--- config.mk ---
export PLATFORM = sky130hd
export DESIGN_NAME = lru_tag_cache
export DESIGN_NICKNAME = d
export VERILOG_FILES = /design/src/rtl/lru_cache_pkg.sv /design/src/rtl/lru_way_match.sv /design/src/rtl/lru_age_update.sv /design/src/rtl/lru_event_counters.sv /design/src/rtl/lru_tag_cache.sv
export SDC_FILE = /design/constraint.sdc
export NUM_CORES = 2
export LEC_CHECK = 0
export BUFFER_PORTS_ARGS = -buffer_cell sky130_fd_sc_hd__buf_4
export CORE_UTILIZATION = 47
export CTS_BUF_LIST = sky130_fd_sc_hd__clkbuf_8 sky130_fd_sc_hd__clkbuf_16
export CTS_CLUSTER_SIZE = 14
export DETAILED_ROUTE_END_ITERATION = 10
export GPL_TIMING_DRIVEN = 0
export PLACE_DENSITY = 0.65
export SYNTH_ARGS = -nofsm -noshare
export SYNTH_HDL_FRONTEND = slang
export SYNTH_SLANG_ARGS = --single-unit
--- constraint.sdc ---
create_clock -name clk -period 8.2 [get_ports clk]
set_clock_uncertainty 0.05 [all_clocks]
set_input_delay 0.82 -clock clk [delete_from_list [all_inputs] [get_ports clk]]
set_output_delay 0.82 -clock clk [all_outputs]
set_load 0.1 [all_outputs]
--- src/rtl/lru_cache_pkg.sv ---
package lru_cache_pkg;
  // Positions of the three outcome events in the counter bump vector.
  localparam int EV_HIT   = 0;
  localparam int EV_MISS  = 1;
  localparam int EV_EVICT = 2;
  localparam int EV_COUNT = 3;

  // Width of an index that can name N items (never zero).
  function automatic int idx_width(input int n);
    return (n > 1) ? $clog2(n) : 1;
  endfunction
endpackage

--- src/rtl/lru_way_match.sv ---
module lru_way_match #(
  parameter int WAYS   = 2,
  parameter int TAG_W  = 8,
  parameter int AGE_W  = 1,
  parameter int WIDX_W = 1
) (
  input  logic [WAYS-1:0]            row_valid,
  input  logic [WAYS-1:0][TAG_W-1:0] row_tag,
  input  logic [WAYS-1:0][AGE_W-1:0] row_age,
  input  logic [TAG_W-1:0]           look_tag,
  output logic                       hit,
  output logic [WIDX_W-1:0]          hit_way,
  output logic [WIDX_W-1:0]          fill_way,
  output logic                       fill_displaces
);
  logic [WAYS-1:0] tag_eq;
  logic [WAYS-1:0] is_oldest;

  for (genvar w = 0; w < WAYS; w++) begin : g_way
    assign tag_eq[w]    = row_valid[w] && (row_tag[w] == look_tag);
    assign is_oldest[w] = (row_age[w] == AGE_W'(WAYS - 1));
  end

  assign hit            = |tag_eq;
  assign fill_displaces = &row_valid;

  always_comb begin
    hit_way = '0;
    for (int w = 0; w < WAYS; w++)
      if (tag_eq[w]) hit_way = WIDX_W'(w);
  end

  // Oldest way by default; the lowest free way overrides it.
  always_comb begin
    fill_way = '0;
    for (int w = 0; w < WAYS; w++)
      if (is_oldest[w]) fill_way = WIDX_W'(w);
    if (!(&row_valid))
      for (int w = WAYS - 1; w >= 0; w--)
        if (!row_valid[w]) fill_way = WIDX_W'(w);
  end
endmodule

--- src/rtl/lru_age_update.sv ---
module lru_age_update #(
  parameter int WAYS   = 2,
  parameter int AGE_W  = 1,
  parameter int WIDX_W = 1
) (
  input  logic [WAYS-1:0][AGE_W-1:0] age_in,
  input  logic [WIDX_W-1:0]          touch_way,
  output logic [WAYS-1:0][AGE_W-1:0] age_out
);
  logic [AGE_W-1:0] pivot;

  // Ages form a permutation of 0..WAYS-1; 0 is most recent.
  always_comb begin
    pivot = age_in[touch_way];
    for (int w = 0; w < WAYS; w++) begin
      if (WIDX_W'(w) == touch_way)  age_out[w] = '0;
      else if (age_in[w] < pivot)   age_out[w] = age_in[w] + AGE_W'(1);
      else                          age_out[w] = age_in[w];
    end
  end
endmodule

--- src/rtl/lru_event_counters.sv ---
module lru_event_counters
  import lru_cache_pkg::*;
#(
  parameter int CNT_W = 32
) (
  input  logic                          clk,
  input  logic                          rst,
  input  logic [EV_COUNT-1:0]           bump,
  output logic [EV_COUNT-1:0][CNT_W-1:0] totals
);
  for (genvar i = 0; i < EV_COUNT; i++) begin : g_cnt
    always_ff @(posedge clk) begin
      if (rst)          totals[i] <= '0;
      else if (bump[i]) totals[i] <= totals[i] + CNT_W'(1);
    end
  end
endmodule

--- src/rtl/lru_tag_cache.sv ---
module lru_tag_cache
  import lru_cache_pkg::*;
#(
  parameter int ADDR_W   = 64,
  parameter int SET_BITS = 4,
  parameter int WAYS     = 2,
  parameter int BLK_BITS = 4,
  parameter int CNT_W    = 32
) (
  input  logic              clk,
  input  logic              rst,
  input  logic              req_valid,
  output logic              req_ready,
  input  logic              req_store,
  input  logic [ADDR_W-1:0] req_addr,
  output logic              out_hit,
  output logic              out_miss,
  output logic              out_evict,
  output logic [CNT_W-1:0]  hit_total,
  output logic [CNT_W-1:0]  miss_total,
  output logic [CNT_W-1:0]  evict_total
);
  localparam int NSETS  = 1 << SET_BITS;
  localparam int TAG_W  = ADDR_W - SET_BITS - BLK_BITS;
  localparam int WIDX_W = idx_width(WAYS);
  localparam int AGE_W  = WIDX_W;
  localparam int SIDX_W = idx_width(NSETS);

  function automatic logic [SIDX_W-1:0] set_of(input logic [ADDR_W-1:0] a);
    logic [ADDR_W-1:0] sh;
    sh = a >> BLK_BITS;
    return SIDX_W'(sh) & SIDX_W'(NSETS - 1);
  endfunction

  function automatic logic [TAG_W-1:0] tag_of(input logic [ADDR_W-1:0] a);
    return TAG_W'(a >> (BLK_BITS + SET_BITS));
  endfunction

  logic [NSETS-1:0][WAYS-1:0]            valid_q;
  logic [NSETS-1:0][WAYS-1:0][TAG_W-1:0] tag_q;
  logic [NSETS-1:0][WAYS-1:0][AGE_W-1:0] age_q;

  logic [SIDX_W-1:0]          look_set;
  logic [TAG_W-1:0]           look_tag;
  logic                       look_hit;
  logic [WIDX_W-1:0]          hit_way;
  logic [WIDX_W-1:0]          fill_way;
  logic [WIDX_W-1:0]          touch_way;
  logic                       fill_displaces;
  logic [WAYS-1:0][AGE_W-1:0] age_next;
  logic                       fire;
  logic                       ev_hit, ev_miss, ev_evict;
  logic                       unused_store;
  logic [EV_COUNT-1:0][CNT_W-1:0] totals;

  assign req_ready    = 1'b1;
  assign unused_store = req_store;   // stores are classified like loads
  assign fire         = req_valid && req_ready;
  assign look_set     = set_of(req_addr);
  assign look_tag     = tag_of(req_addr);

  lru_way_match #(.WAYS(WAYS), .TAG_W(TAG_W), .AGE_W(AGE_W), .WIDX_W(WIDX_W)) u_match (
    .row_valid      (valid_q[look_set]),
    .row_tag        (tag_q[look_set]),
    .row_age        (age_q[look_set]),
    .look_tag       (look_tag),
    .hit            (look_hit),
    .hit_way        (hit_way),
    .fill_way       (fill_way),
    .fill_displaces (fill_displaces)
  );

  assign touch_way = look_hit ? hit_way : fill_way;

  lru_age_update #(.WAYS(WAYS), .AGE_W(AGE_W), .WIDX_W(WIDX_W)) u_age (
    .age_in    (age_q[look_set]),
    .touch_way (touch_way),
    .age_out   (age_next)
  );

  assign ev_hit   = fire && look_hit;
  assign ev_miss  = fire && !look_hit;
  assign ev_evict = ev_miss && fill_displaces;

  always_ff @(posedge clk) begin
    if (rst) begin
      valid_q   <= '0;
      out_hit   <= 1'b0;
      out_miss  <= 1'b0;
      out_evict <= 1'b0;
      for (int s = 0; s < NSETS; s++)
        for (int w = 0; w < WAYS; w++)
          age_q[s][w] <= AGE_W'(w);
    end else begin
      out_hit   <= ev_hit;
      out_miss  <= ev_miss;
      out_evict <= ev_evict;
      if (fire) begin
        age_q[look_set] <= age_next;
        if (!look_hit) begin
          valid_q[look_set][fill_way] <= 1'b1;
          tag_q[look_set][fill_way]   <= look_tag;
        end
      end
    end
  end

  lru_event_counters #(.CNT_W(CNT_W)) u_cnt (
    .clk    (clk),
    .rst    (rst),
    .bump   ({ev_evict, ev_miss, ev_hit}),
    .totals (totals)
  );

  assign hit_total   = totals[EV_HIT];
  assign miss_total  = totals[EV_MISS];
  assign evict_total = totals[EV_EVICT];
endmodule

==> flow_metrics.py <==
metrics = {
    "power": {
        "p_int_uw": 16700,
        "switching_share": 0.242,
        "seq_power_share": 0.497,
        "switchingPower_uw": 5310,
        "ir_worst_vdd_v": 0.000235,
        "clockPowerShare": 0.424,
        "p_per_area_mw_per_mm2": 231,
        "p_leak_uw": 0.0321,
        "combPwrFrac": 0.079,
    },
    "clock_tree": {
        "postCtsSetupBuffers": 0,
        "numCtsBuffers": 199,
        "clk_latency_ns": 0.89,
        "cts.sink_count": 1955,
        "cts_max_level": 4,
        "cts_tree": "yes",
        "clk_pin_slew_ns": 0.06,
        "clock-root-buffer": "clkbuf_16",
        "cts_buffer_depth": 3,
    },
    "routing": {
        "routed_via_density": 6.79,
        "wl_per_cell_um": 42.7,
        "drc_errors": 0,
        "drt_iter0_drc": 8888,
        "vias": 52700,
        "first_pass_iters": 7,
        "ant_nets": 0,
        "wl_mm": 331,
    },
    "synth": {
        "ys_seq_area_frac": 0.703,
        "synth-edff-count": 1792,
        "syn-cell-area_mm2": 0.0812,
        "syn-num-nets": 4738,
        "synthTopCellsByArea": "edfxtp_1, mux4_2, mux2i_1",
        "avgSynthCellArea_um2": 17.4,
        "synth_cells": 4667,
        "yosys_warnings": 0,
        "synth_top_area_cell": "edfxtp_1",
        "async_flop_share": 0,
        "synth.top_cell.area_share": 0.662,
        "synth-seq-cells": 1955,
        "ys.flop_type": "edfxtp_1",
        "synthDistinctLibCells": 102,
    },
    "placed_design": {
        "place_ws_ns": -1.37,
        "dp.final_hpwl_mm": 237,
        "finalWeightedCongestion": 1.03,
        "io_buffers": 159,
        "dp.cells": 7396,
    },
    "timing": {
        "setup_violations": 26,
        "rsz0062_at_grt": "no",
        "finalHoldViolCount": 0,
        "tns_ns": -2.40,
        "fin_ws_ns": -0.244,
        "finalCritPeriodShare": 1.03,
        "period_minus_slack_ns": 8.44,
        "drv_slew": 22,
        "fmax_mhz": 118,
        "relSlewSlack": -0.0449,
        "tightest_slew_ns": 1.57,
    },
    "final_layout": {
        "postLayoutCoreUtil": 0.555,
        "final_common_cell": "edfxtp_1",
        "area_growth_pct": 17.3,
        "final-seq-area_mm2": 0.0571,
        "stdcell_count": 7770,
        "multi_input_comb_area_mm2": 0.0221,
        "finalNetCount": 5358,
        "layout-drive-gt1-share": 0.261,
        "mostFrequentLayoutCells": "edfxtp_1, mux2i_1, mux4_2, buf_6, buf_4",
        "n_fill_cell": 13400,
    },
    "floorplanning": {
        "num_rows": 152,
        "core_mm2": 0.172,
        "die_h_um": 418,
        "die_x_um": 418,
        "die_area_mm2": 0.175,
        "ios": 168,
        "start_util": 0.474,
    },
    "outcome": {
        "status": "complete, but fails checks",
        "violations": "max-capacitance violations, max-slew violations, negative setup slack",
    },
    "critical_path": {
        "crit_start": "req_addr[6]",
        "worst_setup_path_start_kind": "input pin",
        "required_ns": 8.71,
        "reg2reg_from": "tag_q[1124]",
        "criticalPathCategory": "input pin to flip-flop",
        "crit_arrival_ns": 8.96,
        "endpoint_kind": "flip-flop",
        "cp_max_fo": 10,
    },
    "global_routing": {
        "grt_pass1_vias": 49100,
        "globalRoute.totalOverflow": 0,
        "antenna_found_initial": 25,
        "grt_max_degree": 40,
        "grtUsageTotal": 0.377,
        "grt_pass1_wl_mm": 437,
    },
    "flow_run": {
        "max_cap_viol_count": 4,
    },
    "hold_path": {
        "hold_start": "req_addr[38]",
        "min_path_type": "input pin to flip-flop",
    },
}
[logic make-up (layout without fill, tap and decap cells)]
logic type,count (synthesis),after routing,share of synthesized area
adders and majority gates,3,3,0.000462
AOI/OAI and AO/OA,660,660,0.0601
muxes,816,816,0.151
buffers and inverters,381,1170,0.0276
xor gates and xnor gates,87,87,0.00938
DFF,1955,1955,0.703
other,1,5,0.0000462
and+or+nand+nor,764,764,0.0491
[worst paths after layout]
| check | endpoint | slack [ns] | cells after the start |
|---|---|---|---|
| worst min register to register | valid_q[27] | 0.41 | 2 |
| worst max-delay path | tag_q[1284] | -0.24 | 18 |
| worst min-delay path | tag_q[982] | 0.33 | 1 |
| worst max register to register | tag_q[1284] | 1.01 | 16 |
[stage by stage]
step | total power [µW] | area (µm²) | hold slack [ns]
6_report | 22000 | 95300 | 0.332
3_5_place_dp | 12800 | 88600 | 0.397
3_3_place_gp | 12800 | 85300 | 0.393
5_1_grt | 22300 | 95200 | 0.332
2_1_floorplan | 11900 | 81200 | 0.377
4_1_cts | 21900 | 95200 | 0.291
[critical path: stages]
cell and delay [ns]:
buf_4 0.19, buf_2 0.30, inv_2 0.52, clkbuf_1 0.88, clkbuf_1 1.20, nor3_1 0.33
a31oi_1 0.67, or4_4 0.36, a2bb2oi_2 0.58, nand3_1 0.43, buf_2 0.35, nor3_2 0.77
buf_4 0.36, buf_6 0.21, buf_6 0.20, buf_6 0.19, buf_4 0.25, buf_6 0.21
[power by group through the flow]
stage	Combinational [µW]	Clock (µW)	Sequential, µW
finish	1740	9310	10900
global route	1720	9680	10900
CTS	1680	9320	10900
detailed placement	1670	0	11100
global placement	1630	0	11100
floorplan	751	0	11100
[state kept, by name (all words and copies together), names as in the netlist]
name,count
out_miss,1
out_evict,1
tag_q,1792
u_cnt.totals,96
age_q,32
out_hit,1
valid_q,32
[cell usage after synthesis (16+ instances only)]
| cell | number |
|---|---|
| edfxtp_1 | 1792 |
| buf_4 | 56 |
| a21oi_1 | 87 |
| buf_6 | 59 |
| nand2_1 | 180 |
| nor2b_1 | 55 |
| and3_1 | 32 |
| nor4_1 | 20 |
| nand4_1 | 41 |
| xor2_1 | 22 |
| inv_1 | 81 |
| o32ai_1 | 43 |
| nor2_1 | 127 |
| mux4_2 | 312 |
| nand3_1 | 90 |
| mux2_2 | 117 |
| mux2i_1 | 364 |
| buf_2 | 68 |
| or4_1 | 50 |
| a31o_2 | 17 |
| clkbuf_1 | 92 |
| nor3_1 | 70 |
| mux2_1 | 23 |
| a22oi_1 | 95 |
| o21ai_0 | 48 |
| and2_1 | 17 |
| a211oi_1 | 16 |
| xnor2_1 | 65 |
| o22ai_1 | 90 |
| dfxtp_1 | 163 |
| o31ai_1 | 53 |
[timing repair]
action | in CTS | in global routing
resized for setup | 2 | 2
setup endpoints to repair | 68 | 8
hold buffers | 0 | 0
[layout make-up]
class,count,share of cell area
Buffer,294,0.0201
Multi-Input combinational cell,2331,0.232
Timing Repair Buffer,419,0.0447
Inverter,87,0.00345
Clock inverter,163,0.0165
Tap cell,2310,0.0303
Antenna cell,4,0.000105
Clock buffer,207,0.0536
Sequential cell,1955,0.599
[layer usage]
metal	vias to the layer above	track usage	part of all wire
met2	4165	0.564	0.44
li1	20300	-	-
met5	-	0	0.00031
met4	12	0.226	0.071
met3	792	0.0918	0.12
met1	27400	0.501	0.37
Power figures use the tool's default switching activity.
